File: config.mk
export PLATFORM = sky130hd
export DESIGN_NAME = cvsd_enc_core
export DESIGN_NICKNAME = d
export VERILOG_FILES = /design/src/rtl/cvsd_pkg.sv /design/src/rtl/cvsd_ce_gen.sv /design/src/rtl/cvsd_step_adapt.sv /design/src/rtl/cvsd_integrator.sv /design/src/rtl/cvsd_enc_core.sv
export SDC_FILE = /design/constraint.sdc
export NUM_CORES = 1
export LEC_CHECK = 0
export BUFFER_PORTS_ARGS = -buffer_cell sky130_fd_sc_hd__buf_4
export CAP_MARGIN = 30
export CELL_PAD_IN_SITES_DETAIL_PLACEMENT = 1
export CELL_PAD_IN_SITES_GLOBAL_PLACEMENT = 2
export CORE_MARGIN = 3
export CORE_UTILIZATION = 37
export DETAILED_ROUTE_END_ITERATION = 7
export PLACE_DENSITY_LB_ADDON = 0.1
export SETUP_SLACK_MARGIN = 0.4
export SLEW_MARGIN = 0
export SYNTH_ARGS = -nofsm -noshare
export SYNTH_HDL_FRONTEND = slang
export SYNTH_SLANG_ARGS = --single-unit
File: constraint.sdc
create_clock -name clk -period 12.7 [get_ports clk]
set_input_delay 1.27 -clock clk [delete_from_list [all_inputs] [get_ports clk]]
set_output_delay 1.27 -clock clk [all_outputs]
set_load 0.02 [all_outputs]
File: src/rtl/cvsd_pkg.sv
package cvsd_pkg;

  typedef enum logic [1:0] {
    RATE_OFF = 2'b00,
    RATE_32K = 2'b01,
    RATE_50K = 2'b10,
    RATE_64K = 2'b11
  } rate_e;

  // shift applied for step growth on a run of equal bits
  function automatic int unsigned grow_shift(input logic [1:0] rate);
    return (rate == RATE_32K) ? 2 : 3;
  endfunction

  // shift applied for geometric step decay
  function automatic int unsigned decay_shift(input logic [1:0] rate);
    return (rate == RATE_32K) ? 4 : 5;
  endfunction

  // floor in LSB: code 0 -> 1, otherwise base * 4^(code-1)
  function automatic int unsigned floor_lsb(input logic [1:0] code,
                                            input int unsigned base);
    return (code == 2'd0) ? 1 : (base << (2 * (code - 1)));
  endfunction

endpackage

File: src/rtl/cvsd_ce_gen.sv
module cvsd_ce_gen #(
  parameter int PRE_W    = 6,
  parameter int POST_DIV = 16
) (
  input  logic             clk,
  input  logic             rst,
  input  logic             run,
  input  logic [PRE_W-1:0] div_load,
  output logic             ce
);
  localparam int POST_W = $clog2(POST_DIV);

  logic [PRE_W-1:0]  pre_cnt;
  logic [POST_W-1:0] post_cnt;
  logic              pre_tick;

  assign pre_tick = run && (pre_cnt >= div_load);

  always_ff @(posedge clk) begin
    if (rst || !run) begin
      pre_cnt  <= '0;
      post_cnt <= '0;
      ce       <= 1'b0;
    end else begin
      ce <= 1'b0;
      if (pre_tick) begin
        pre_cnt <= '0;
        if (post_cnt == POST_W'(POST_DIV - 1)) begin
          post_cnt <= '0;
          ce       <= 1'b1;
        end else begin
          post_cnt <= post_cnt + 1'b1;
        end
      end else begin
        pre_cnt <= pre_cnt + 1'b1;
      end
    end
  end
endmodule

File: src/rtl/cvsd_step_adapt.sv
module cvsd_step_adapt
  import cvsd_pkg::*;
#(
  parameter int STEP_W    = 16,
  parameter int STEP_MAX  = 8192,
  parameter int FLOOR_BASE = 8,
  parameter int HIST_LEN  = 3
) (
  input  logic              clk,
  input  logic              rst,
  input  logic              ce,
  input  logic              new_bit,
  input  logic [1:0]        rate_code,
  input  logic [1:0]        floor_code,
  output logic [STEP_W-1:0] step_nxt,
  output logic [STEP_W-1:0] step_q
);
  localparam int CALC_W = STEP_W + 2;

  logic [HIST_LEN-2:0] hist;
  logic [HIST_LEN-1:0] win;
  logic                run_eq;
  logic [CALC_W-1:0]   s_ext, floor_v, grown, decayed, raw;

  assign win    = {hist, new_bit};
  assign run_eq = (win == '0) || (win == '1);

  always_comb begin
    s_ext   = CALC_W'(step_q);
    floor_v = CALC_W'(floor_lsb(floor_code, FLOOR_BASE));
    grown   = s_ext + (s_ext >> grow_shift(rate_code)) + floor_v;
    decayed = s_ext - (s_ext >> decay_shift(rate_code));
    raw     = run_eq ? grown : decayed;
    if (raw < floor_v)                   step_nxt = STEP_W'(floor_v);
    else if (raw > CALC_W'(STEP_MAX))    step_nxt = STEP_W'(STEP_MAX);
    else                                 step_nxt = STEP_W'(raw);
  end

  always_ff @(posedge clk) begin
    if (rst) begin
      hist   <= '0;
      step_q <= '0;
    end else if (ce) begin
      hist   <= win[HIST_LEN-2:0];
      step_q <= step_nxt;
    end
  end
endmodule

File: src/rtl/cvsd_integrator.sv
module cvsd_integrator #(
  parameter int SAMP_W  = 16,
  parameter int STEP_W  = 16,
  parameter int LEAK_SH = 8
) (
  input  logic                     clk,
  input  logic                     rst,
  input  logic                     ce,
  input  logic                     dir_up,
  input  logic [STEP_W-1:0]        step,
  output logic signed [SAMP_W-1:0] est_q
);
  localparam int ACC_W = SAMP_W + 2;
  localparam logic signed [ACC_W-1:0] POS_LIM = ACC_W'((1 <<< (SAMP_W - 1)) - 1);
  localparam logic signed [ACC_W-1:0] NEG_LIM = -ACC_W'(1 <<< (SAMP_W - 1));

  logic signed [ACC_W-1:0] e_ext, leaked, step_ext, sum;
  logic signed [SAMP_W-1:0] est_nxt;

  always_comb begin
    e_ext    = ACC_W'(est_q);
    leaked   = e_ext - (e_ext >>> LEAK_SH);
    step_ext = $signed({2'b00, step});
    sum      = dir_up ? leaked + step_ext : leaked - step_ext;
    if (sum > POS_LIM)      est_nxt = SAMP_W'(POS_LIM);
    else if (sum < NEG_LIM) est_nxt = SAMP_W'(NEG_LIM);
    else                    est_nxt = SAMP_W'(sum);
  end

  always_ff @(posedge clk) begin
    if (rst)     est_q <= '0;
    else if (ce) est_q <= est_nxt;
  end
endmodule

File: src/rtl/cvsd_enc_core.sv
module cvsd_enc_core
  import cvsd_pkg::*;
#(
  parameter int SAMP_W     = 16,
  parameter int STEP_W     = 16,
  parameter int PRE_W      = 6,
  parameter int POST_DIV   = 16,
  parameter int STEP_MAX   = 8192,
  parameter int FLOOR_BASE = 8,
  parameter int LEAK_SH    = 8
) (
  input  logic                     clk,
  input  logic                     rst,
  input  logic [PRE_W-1:0]         div_load,
  input  logic [1:0]               rate_code,
  input  logic [1:0]               floor_code,
  input  logic signed [SAMP_W-1:0] sample_in,
  output logic                     enc_valid,
  output logic                     enc_bit,
  output logic signed [SAMP_W-1:0] est_out,
  output logic [STEP_W-1:0]        step_out
);
  logic ce;
  logic bit_now;
  logic [STEP_W-1:0] step_nxt;

  cvsd_ce_gen #(.PRE_W(PRE_W), .POST_DIV(POST_DIV)) u_ce (
    .clk(clk), .rst(rst), .run(rate_code != RATE_OFF),
    .div_load(div_load), .ce(ce)
  );

  assign bit_now = (sample_in >= est_out);

  cvsd_step_adapt #(.STEP_W(STEP_W), .STEP_MAX(STEP_MAX),
                    .FLOOR_BASE(FLOOR_BASE), .HIST_LEN(3)) u_step (
    .clk(clk), .rst(rst), .ce(ce), .new_bit(bit_now),
    .rate_code(rate_code), .floor_code(floor_code),
    .step_nxt(step_nxt), .step_q(step_out)
  );

  cvsd_integrator #(.SAMP_W(SAMP_W), .STEP_W(STEP_W), .LEAK_SH(LEAK_SH)) u_int (
    .clk(clk), .rst(rst), .ce(ce), .dir_up(bit_now),
    .step(step_nxt), .est_q(est_out)
  );

  always_ff @(posedge clk) begin
    if (rst) begin
      enc_valid <= 1'b0;
      enc_bit   <= 1'b0;
    end else begin
      enc_valid <= ce;
      if (ce) enc_bit <= bit_now;
    end
  end
endmodule

==> summary.txt, run 1 <==
GRT
  – GRT Residual Overflow: 0
  – Initial antenna violation count: 0
  – First-pass GRT wire length: 36400 um
  – Global-route usage over all layers: 20.8%
  – Number of global-route vias before repair: 6811
  – Largest net degree at the start of global routing: 47

Floorplanning
  – Core Region: 0.0190 mm2
  – Die W: 146 um
  – Initial Util: 38.1%
  – Die Area: 0.0212 mm2
  – IO Pins: 62
  – Die height: 146 um
  – # rows: 50

Worst setup path
  – Crit path DAT: 11.32 ns
  – Crit path max-delay family: compound AO/OA/AOI/OAI gates
  – WP data required: 12.92 ns
  – Worst Setup Path Type: primary input to flop
  – Worst path slowest cell: o21ai_0
  – CP startpoint kind: primary input
  – Worst path buffer plus inverter count: 4
  – CP peak stage delay: 0.61 ns
  – CP Max Fanout: 18
  – CP Capture Type: flop

Logic synthesis
  – Synth Instances: 935
  – Post-synth EDFFs: 0
  – Synth cell types: 91
  – Syn avg cell area: 7.72 um2
  – Netlist Area Pre-Place: 0.00722 mm2
  – Synthesized flop and latch total: 46
  – Post-Syn Nets: 1079
  – Asr flop ratio synth: 0%
  – Predominant post-synthesis flop cell: dfxtp_1
  – Register area share after synthesis: 12.8%
  – Syn. warnings: 0

Routing
  – DR iter-0 viols: 261
  – Antenna-violating nets left: 0
  – Via density: 5.45
  – Met2 WL: 10100 um
  – Post-Route WL: 22300 um
  – DR DRC count: 0
  – Routed met3 length: 488 um
  – Drt wl/cell: 17.9 um
  – Drt first pass iters: 4
  – Post-Route M1 WL: 11500 um
  – DR vias: 6758
  – Max Used Layer: met4

Timing
  – Unrepaired setup endpoints after global routing: false
  – Max Clock Skew: 0.0141 ns
  – Rel. slew slack: 31.7%
  – Final worst path period need: 11.10 ns
  – Final setup vio count: 0
  – Final number of hold-violating endpoints: 0
  – Fin. max-slew vios: 0
  – Maximum clock frequency: 0.0901 GHz
  – Final period util: 87.4%
  – Slew @ Worst Pin: 1.02 ns
  – Final setup TNS: 0 ns

Finish
  – Area growth syn-to-layout: 11.5%
  – Fill cell count: 2402
  – Storage element area: 922 um2
  – Most common cell after layout, fill and taps aside: ha_1
  – Most frequent cells in the layout: ha_1 (107), nor2_1 (104), inv_1 (83), buf_4 (67), nand2_1 (66)
  – Final #Nets: 1123
  – Antenna Cells: 0
  – Multi-input logic area: 0.00582 mm2
  – Layout cells sized above 1: 14.0%

Clocking
  – Number of CTS-inserted buffers: 5
  – Clk slew on worst S/H paths: 0.07 ns
  – Setup Buffers After CTS: 0
  – H-tree Lvls: 2
  – Root cell of the clock tree: clkbuf_16
  – CTS Hold Bufs: 0
  – CTS sink count: 46
  – Clk_lat worst skew: 0.31 ns
  – CTS Buffer Depth: 2
  – Resize count post-CTS: 0
  – CTS tree: yes

Power
  – Pleak: 0.00349 uW
  – Final Power: 451 uW
  – PD cells: 56.0 mW/mm2
  – Maximum VDD drop: 0.0427 mV

Placed design
  – Hpwl dp: 18200 um
  – GP Congestion: 0.828
  – Port bufs: 61

Outcome
  – Status: finished, final reports clean

Hold path
  – Min-Delay Path Class: flop to flop

Job
  – Max Cap Violations: 0
## logic make-up (layout without fill, tap and decap cells)
family          after synthesis  count (layout)  synth area share [%]
simple gates                317             317                  22.3
compound gates              245             245                  24.7
xor+xnor                     64              64                  7.76
flops                        46              46                  12.8
mux                          32              32                  4.82
buf+inv                     115             160                  6.64
fa+ha+maj                   116             116                  21.0
## final cells by class
cell class / count / area share, %
multi-input cells: 774 / 72.3
flip-flops and latches: 46 / 11.5
repair buffers: 69 / 6.48
well taps: 260 / 4.04
inverters: 83 / 3.87
clock buffers: 7 / 1.77
clock inverters: 1 / 0.0622
## per-stage QoR
step	worst slack, ns	area, um2	util, %	instances	hold slack, ns
3_3_place_gp	1.55	7870	41.5	1229	0.440
2_1_floorplan	2.94	7220	-	935	0.426
4_1_cts	1.70	8030	42.4	1239	0.472
5_1_grt	0.610	8050	42.5	1240	0.481
6_report	1.60	8050	42.5	1240	0.469
3_5_place_dp	1.44	7890	41.6	1231	0.453
## worst reg2reg max path, delay by kind of cell, from the launching register on
family	cells	cell delay [ns]
compound gates	21	5.89
fa+ha+maj	4	1.39
simple gates	8	1.31
buf+inv	3	0.81
xor+xnor	2	0.36
flops	1	0.35
## worst paths after layout
path,start,slack [ns],to,cells past startpoint
setup / recovery,rate_code[1],1.60,u_int.est_q[4]$_SDFFE_PP0P_,41
hold / removal,u_ce.pre_cnt[0]$_SDFF_PP0_,0.47,u_ce.pre_cnt[0]$_SDFF_PP0_,1
setup reg to reg,u_int.est_q[15]$_SDFFE_PP0P_,2.51,u_int.est_q[4]$_SDFFE_PP0P_,38
hold reg to reg,u_ce.pre_cnt[0]$_SDFF_PP0_,0.47,u_ce.pre_cnt[0]$_SDFF_PP0_,1
## sequential cells by signal, summed over array words and instances, names as in the netlist
name / count
enc_valid: 1
u_ce.post_cnt: 4
u_ce.pre_cnt: 6
u_ce.ce: 1
u_int.est_q: 16
u_step.hist: 2
u_step.step_q: 16
## report_power, final
| group | total (uW) | switching [uW] | internal [uW] |
|---|---|---|---|
| Clock | 142 | 63.9 | 78.4 |
| Combinational | 163 | 97.9 | 64.9 |
| Sequential | 146 | 0.775 | 145 |
## per-layer routing
metal	up-vias	track usage, %
li1	3434	-
met2	79	34.4
met1	3234	29.7
met3	11	2.24
met4	0	3.13
met5	-	0
## synthesized netlist by cell type (5+ instances only)
master	count	area share, %
a211oi_1	19	2.0
a211oi_2	13	2.3
a21boi_0	6	0.62
a21o_1	14	1.5
a21oi_1	58	4.0
a31oi_1	8	0.69
and2_1	8	0.69
and3_1	8	0.69
buf_1	5	0.26
buf_2	5	0.35
buf_6	5	0.78
clkbuf_1	16	0.83
dfxtp_1	46	13
fa_1	9	2.5
ha_1	107	19
inv_1	83	4.3
mux2_2	11	1.7
mux2i_1	18	2.5
nand2_1	66	3.4
nand2b_1	15	1.3
nand3_1	32	2.2
nand3b_1	6	0.62
nand4b_1	5	0.61
nor2_1	104	5.4
nor2b_1	16	1.4
nor3_1	14	0.97
o2111ai_1	5	0.61
o21a_1	7	0.73
o21ai_0	37	2.6
o21ai_1	6	0.42
o21bai_1	10	1.0
o22ai_1	7	0.61
o31ai_1	6	0.62
or2_2	7	0.61
or3_1	9	0.78
xnor2_1	42	5.1
xor2_1	22	2.7
No activity file was read; power rests on OpenSTA's default activity.
==> run 2, diff against run 1 <==
CORE_UTILIZATION = 40   (was 37)
TNS_END_PERCENT = 30   (was unset)
clock period = 13.2 ns   (was 12.7 ns; I/O delays follow)
==> run 2 against run 1 <==
Compared with the run above:
- die area fell by 7.2%
- clock power shrank 6%
- clock skew decreased by 0.0073 ns
- highest routed layer unchanged
- sequential power is 4% lower
- power down 3.7%
==> summary.txt, run 2 (same netlist as run 1, synthesis figures left out) <==
Power
  – Int Pwr: 278 uW
  – Flop pwr share: 32.3%
  – Clock network fraction of total power: 30.7%
  – Pleak: 0.00349 uW
  – Maximum VDD drop: 0.0465 mV
  – Switching Fraction: 36.0%
  – PD cells: 54.2 mW/mm2
  – Combinational power share: 37.0%
  – Psw: 156 uW

Worst setup path
  – WP data required: 13.36 ns
  – Crit path depth: 41
  – CP peak stage delay: 0.63 ns
  – CP Max Fanout: 20
  – Crit path max-delay family: compound AO/OA/AOI/OAI gates
  – R2r setup slk: 2.90 ns
  – CP Capture Type: flop
  – Cell mode on critical path: a21oi_1
  – Worst setup path startpoint: rate_code[1]
  – CP startpoint kind: primary input
  – Worst path buffer plus inverter count: 4
  – Worst r2r dst: u_int.est_q[2]$_SDFFE_PP0P_
  – Worst Setup Path Type: primary input to flop
  – Crit path DAT: 11.66 ns
  – Worst setup endpoint: u_int.est_q[2]$_SDFFE_PP0P_
  – Worst path slowest cell: o21ai_0
  – Reg2reg path depth: 40
  – Reg2reg start: u_step.step_q[5]$_SDFFE_PP0P_

Clocking
  – Number of CTS-inserted buffers: 5
  – CTS Hold Bufs: 0
  – Resize count post-CTS: 0
  – H-tree Lvls: 2
  – Setup Buffers After CTS: 0
  – Root cell of the clock tree: clkbuf_16
  – CTS tree: yes
  – CTS Buffer Depth: 2
  – Clk_lat worst skew: 0.30 ns
  – Clk slew on worst S/H paths: 0.06 ns
  – CTS sink count: 46

Placed design
  – GP Congestion: 0.856
  – Hpwl dp: 19200 um
  – Port bufs: 61

Job
  – Max Cap Violations: 0

Timing
  – Fin. max-slew vios: 0
  – Slew @ Worst Pin: 1.01 ns
  – Final setup vio count: 0
  – Max Clock Skew: 0.00676 ns
  – Final worst path period need: 11.50 ns
  – Rel. slew slack: 31.3%
  – Final number of hold-violating endpoints: 0
  – Final setup TNS: 0 ns
  – Unrepaired setup endpoints after global routing: false
  – Maximum clock frequency: 0.0870 GHz
  – Final period util: 87.1%

Routing
  – DR DRC count: 0
  – Via density: 5.76
  – DR iter-0 viols: 300
  – Post-Route WL: 23200 um
  – DR vias: 6938
  – Drt wl/cell: 19.3 um
  – Antenna-violating nets left: 0
  – Drt first pass iters: 5

Floorplanning
  – Initial Util: 41.3%
  – # rows: 48
  – IO Pins: 62
  – Die height: 140 um
  – Die W: 140 um
  – Core Region: 0.0175 mm2
  – Die Area: 0.0197 mm2

GRT
  – Largest net degree at the start of global routing: 47
  – First-pass GRT wire length: 38500 um
  – GRT Residual Overflow: 0
  – Global-route usage over all layers: 23.5%
  – Number of global-route vias before repair: 7471
  – Initial antenna violation count: 0

Finish
  – Biggest regs: u_int.est_q: 16 flops, u_step.step_q: 16 flops, u_ce.pre_cnt: 6 flops
  – Final Util: 45.8%
  – Final #Nets: 1122
  – Most frequent cells in the layout: ha_1 (107), nor2_1 (104), inv_1 (83), nand2_1 (66), buf_4 (66)
  – Antenna Cells: 0
  – Layout cells sized above 1: 14.0%
  – Fill cell count: 2180
  – Area growth syn-to-layout: 10.9%
  – Most common cell after layout, fill and taps aside: ha_1

Hold path
  – Hold path startpoint: u_ce.pre_cnt[0]$_SDFF_PP0_
  – Hold Crit Depth: 1
  – Min-Delay Path Class: flop to flop

Outcome
  – Status: finished, final reports clean
## run 2: changes by cell type in the layout (fill, tap and decap cells not counted)
cell   previous run  this run
buf_1             1         0
buf_4            67        66
buf_6             0         1
## run 2: worst min path at each step
stage                                 end  slack (ns)
6_report       u_ce.pre_cnt[0]$_SDFF_PP0_        0.47
5_1_grt        u_ce.pre_cnt[0]$_SDFF_PP0_        0.50
4_1_cts        u_ce.pre_cnt[0]$_SDFF_PP0_        0.48
3_5_place_dp   u_ce.pre_cnt[0]$_SDFF_PP0_        0.46
3_3_place_gp           u_ce.ce$_SDFF_PP0_        0.44
2_1_floorplan  u_ce.pre_cnt[0]$_SDFF_PP0_        0.43
## run 2: stage by stage
stage	std cells	power (uW)	area (um2)	hold slack, ns	setup slack (ns)
floorplan	935	264	7220	0.426	3.39
global placement	1193	294	7820	0.439	1.77
detailed placement	1194	302	7830	0.461	1.36
CTS	1202	435	7980	0.476	1.61
global route	1204	459	8000	0.499	0.877
finish	1204	434	8000	0.472	1.70
## run 2: power groups by stage
stage	combinational [uW]	clock (uW)	sequential, uW
2_1_floorplan	121	0	143
3_3_place_gp	151	0	143
3_5_place_dp	158	0	143
4_1_cts	159	135	140
5_1_grt	178	141	140
6_report	160	133	140
## run 2: final cells by class
class                           instances  area [um2]  area share (%)
Timing Repair Buffer                   68         522            6.52
Multi-Input combinational cell        774        5820            72.7
Tap cell                              225         282            3.52
Sequential cell                        46         922            11.5
Inverter                               83         312            3.89
Clock inverter                          1        5.00          0.0625
Clock buffer                            7         143            1.78
## run 2: metal layers
layer | track usage (%) | vias to the layer above | routed length [um] | part of all wire, %
li1 | - | 3427 | - | -
met1 | 31.3 | 3376 | 11000 | 47
met2 | 41.8 | 110 | 11300 | 49
met3 | 2.15 | 25 | 602 | 2.6
met4 | 4.28 | 0 | 333 | 1.4
met5 | 0 | - | 0 | 0
## run 2: worst reg2reg max path, delay by kind of cell (launching register included)
family | cells | cell delay (ns)
mux | 1 | 0.22
flops | 1 | 0.47
simple gates | 10 | 2.34
fa+ha+maj | 5 | 1.79
compound gates | 18 | 4.27
xor+xnor | 2 | 0.33
buf+inv | 4 | 0.76
==> run 3, diff against run 2 <==
CORE_ASPECT_RATIO = 1.5   (was unset)
==> run 3 against run 2 <==
Compared with the run above:
- fmax up 2.2%
- via count increased by 0.59%
- combinational power about the same
- sequential cell count unchanged
- clock-buffer cell count fell by 1
- routed wire length about the same
- critical endpoint unchanged
==> summary.txt, run 3 (same netlist as run 1, synthesis figures left out) <==
Outcome
  – Status: finished, final reports clean

Worst setup path
  – Cell mode on critical path: a21oi_1
  – CP startpoint kind: primary input
  – Crit path DAT: 11.41 ns
  – Worst Setup Path Type: primary input to flop
  – Reg2reg path depth: 35
  – Worst path buffer plus inverter count: 2
  – Crit path depth: 40
  – Crit path max-delay family: compound AO/OA/AOI/OAI gates
  – WP data required: 13.36 ns
  – Worst path slowest cell: o21ai_2
  – CP Max Fanout: 19
  – CP peak stage delay: 0.64 ns
  – CP Capture Type: flop

GRT
  – GRT Residual Overflow: 0
  – First-pass GRT wire length: 37800 um
  – Global-route usage over all layers: 23.8%
  – Initial antenna violation count: 0
  – Largest net degree at the start of global routing: 47
  – Number of global-route vias before repair: 7582

Floorplanning
  – Core Region: 0.0175 mm2
  – IO Pins: 62
  – Die Area: 0.0197 mm2
  – # rows: 59
  – Die W: 116 um
  – Initial Util: 41.3%
  – Die height: 171 um

Timing
  – Unrepaired setup endpoints after global routing: false
  – Max Clock Skew: 0.00505 ns
  – Final setup TNS: 0 ns
  – Maximum clock frequency: 0.0889 GHz
  – Final period util: 85.3%
  – Slew @ Worst Pin: 1.02 ns
  – Rel. slew slack: 30.5%
  – Final setup vio count: 0
  – Final number of hold-violating endpoints: 0
  – Final worst path period need: 11.25 ns
  – Fin. max-slew vios: 0

Power
  – Pleak: 0.00348 uW
  – PD cells: 54.6 mW/mm2
  – Final Power: 435 uW
  – Maximum VDD drop: 0.0448 mV

Routing
  – Post-Route WL: 23200 um
  – DR iter-0 viols: 241
  – DR vias: 6979
  – Antenna-violating nets left: 0
  – Via density: 5.86
  – Drt first pass iters: 6
  – DR DRC count: 0
  – Drt wl/cell: 19.5 um

Clocking
  – H-tree Lvls: 2
  – Clk_lat worst skew: 0.30 ns
  – Resize count post-CTS: 0
  – Clk slew on worst S/H paths: 0.07 ns
  – Setup Buffers After CTS: 0
  – CTS Hold Bufs: 0
  – Number of CTS-inserted buffers: 5
  – CTS Buffer Depth: 2
  – CTS tree: yes
  – Root cell of the clock tree: clkbuf_16
  – CTS sink count: 46

Finish
  – Final #Nets: 1121
  – Antenna Cells: 0
  – Area growth syn-to-layout: 10.4%
  – Most common cell after layout, fill and taps aside: ha_1
  – Most frequent cells in the layout: ha_1 (107), nor2_1 (104), inv_1 (83), nand2_1 (66), buf_4 (66)
  – Layout cells sized above 1: 13.9%
  – Post-Layout Cell Count: 1191
  – Fin area: 0.00797 mm2
  – Biggest regs: u_int.est_q: 16 flops, u_step.step_q: 16 flops, u_ce.pre_cnt: 6 flops

Hold path
  – Min-Delay Path Class: flop to flop
  – Hold Crit Depth: 2

Job
  – Max Cap Violations: 0

Placed design
  – Dpl cells: 1183
  – Port bufs: 61
  – GP Congestion: 0.944
  – Hpwl dp: 19500 um
  – DP Area: 0.00783 mm2
## run 3: cell types whose count changed in the layout (fill, tap and decap cells not counted), sizes merged
| cell | before | now |
|---|---|---|
| buf | 68 | 67 |
| clkbuf | 7 | 6 |
| clkinv | 1 | 2 |
## run 3: routing by layer
layer	GRT usage, %	up-vias	part of all wire (%)
met5	0	-	0
met4	8.73	0	3.1
met3	1.31	42	1.5
met2	47.5	96	56
met1	25.6	3407	40
li1	-	3434	-
## run 3: cell type report
cell class                 count  area, um2
clock buffer                   6        129
fill                        2187       9530
inverter                      83        312
clock inverter                 2       13.8
multi-input combinational    774       5820
tap                          213        267
sequential                    46        922
timing repair buffer          67        507
## run 3: worst min-delay path: stages, from the launching register on
cell	delay, ns
dfxtp_1	0.34
nand2_1	0.06
nor3_1	0.04
## run 3: power by group
| part | switching (uW) | internal [uW] | leakage, uW | total (uW) |
|---|---|---|---|---|
| clock network | 65.3 | 70.8 | 0.0000708 | 136 |
| logic | 96.6 | 62.5 | 0.00304 | 159 |
| registers | 0.764 | 139 | 0.000371 | 140 |
## run 3: worst paths after layout
path	startpoint	end	slack, ns
setup / recovery	rate_code[1]	u_int.est_q[2]$_SDFFE_PP0P_	1.95
hold reg to reg	u_ce.post_cnt[3]$_SDFFE_PP0P_	u_ce.ce$_SDFF_PP0_	0.47
setup reg to reg	u_int.est_q[15]$_SDFFE_PP0P_	u_int.est_q[2]$_SDFFE_PP0P_	2.76
hold / removal	u_ce.post_cnt[3]$_SDFFE_PP0P_	u_ce.ce$_SDFF_PP0_	0.47
## run 3: per-stage QoR
step | hold slack, ns | setup WS (ns) | utilization, %
6_report | 0.467 | 1.95 | 45.5
3_5_place_dp | 0.452 | 1.72 | 44.7
4_1_cts | 0.468 | 2.00 | 45.5
5_1_grt | 0.503 | 0.978 | 45.5
3_3_place_gp | 0.442 | 1.68 | 44.6
2_1_floorplan | 0.426 | 3.39 | -
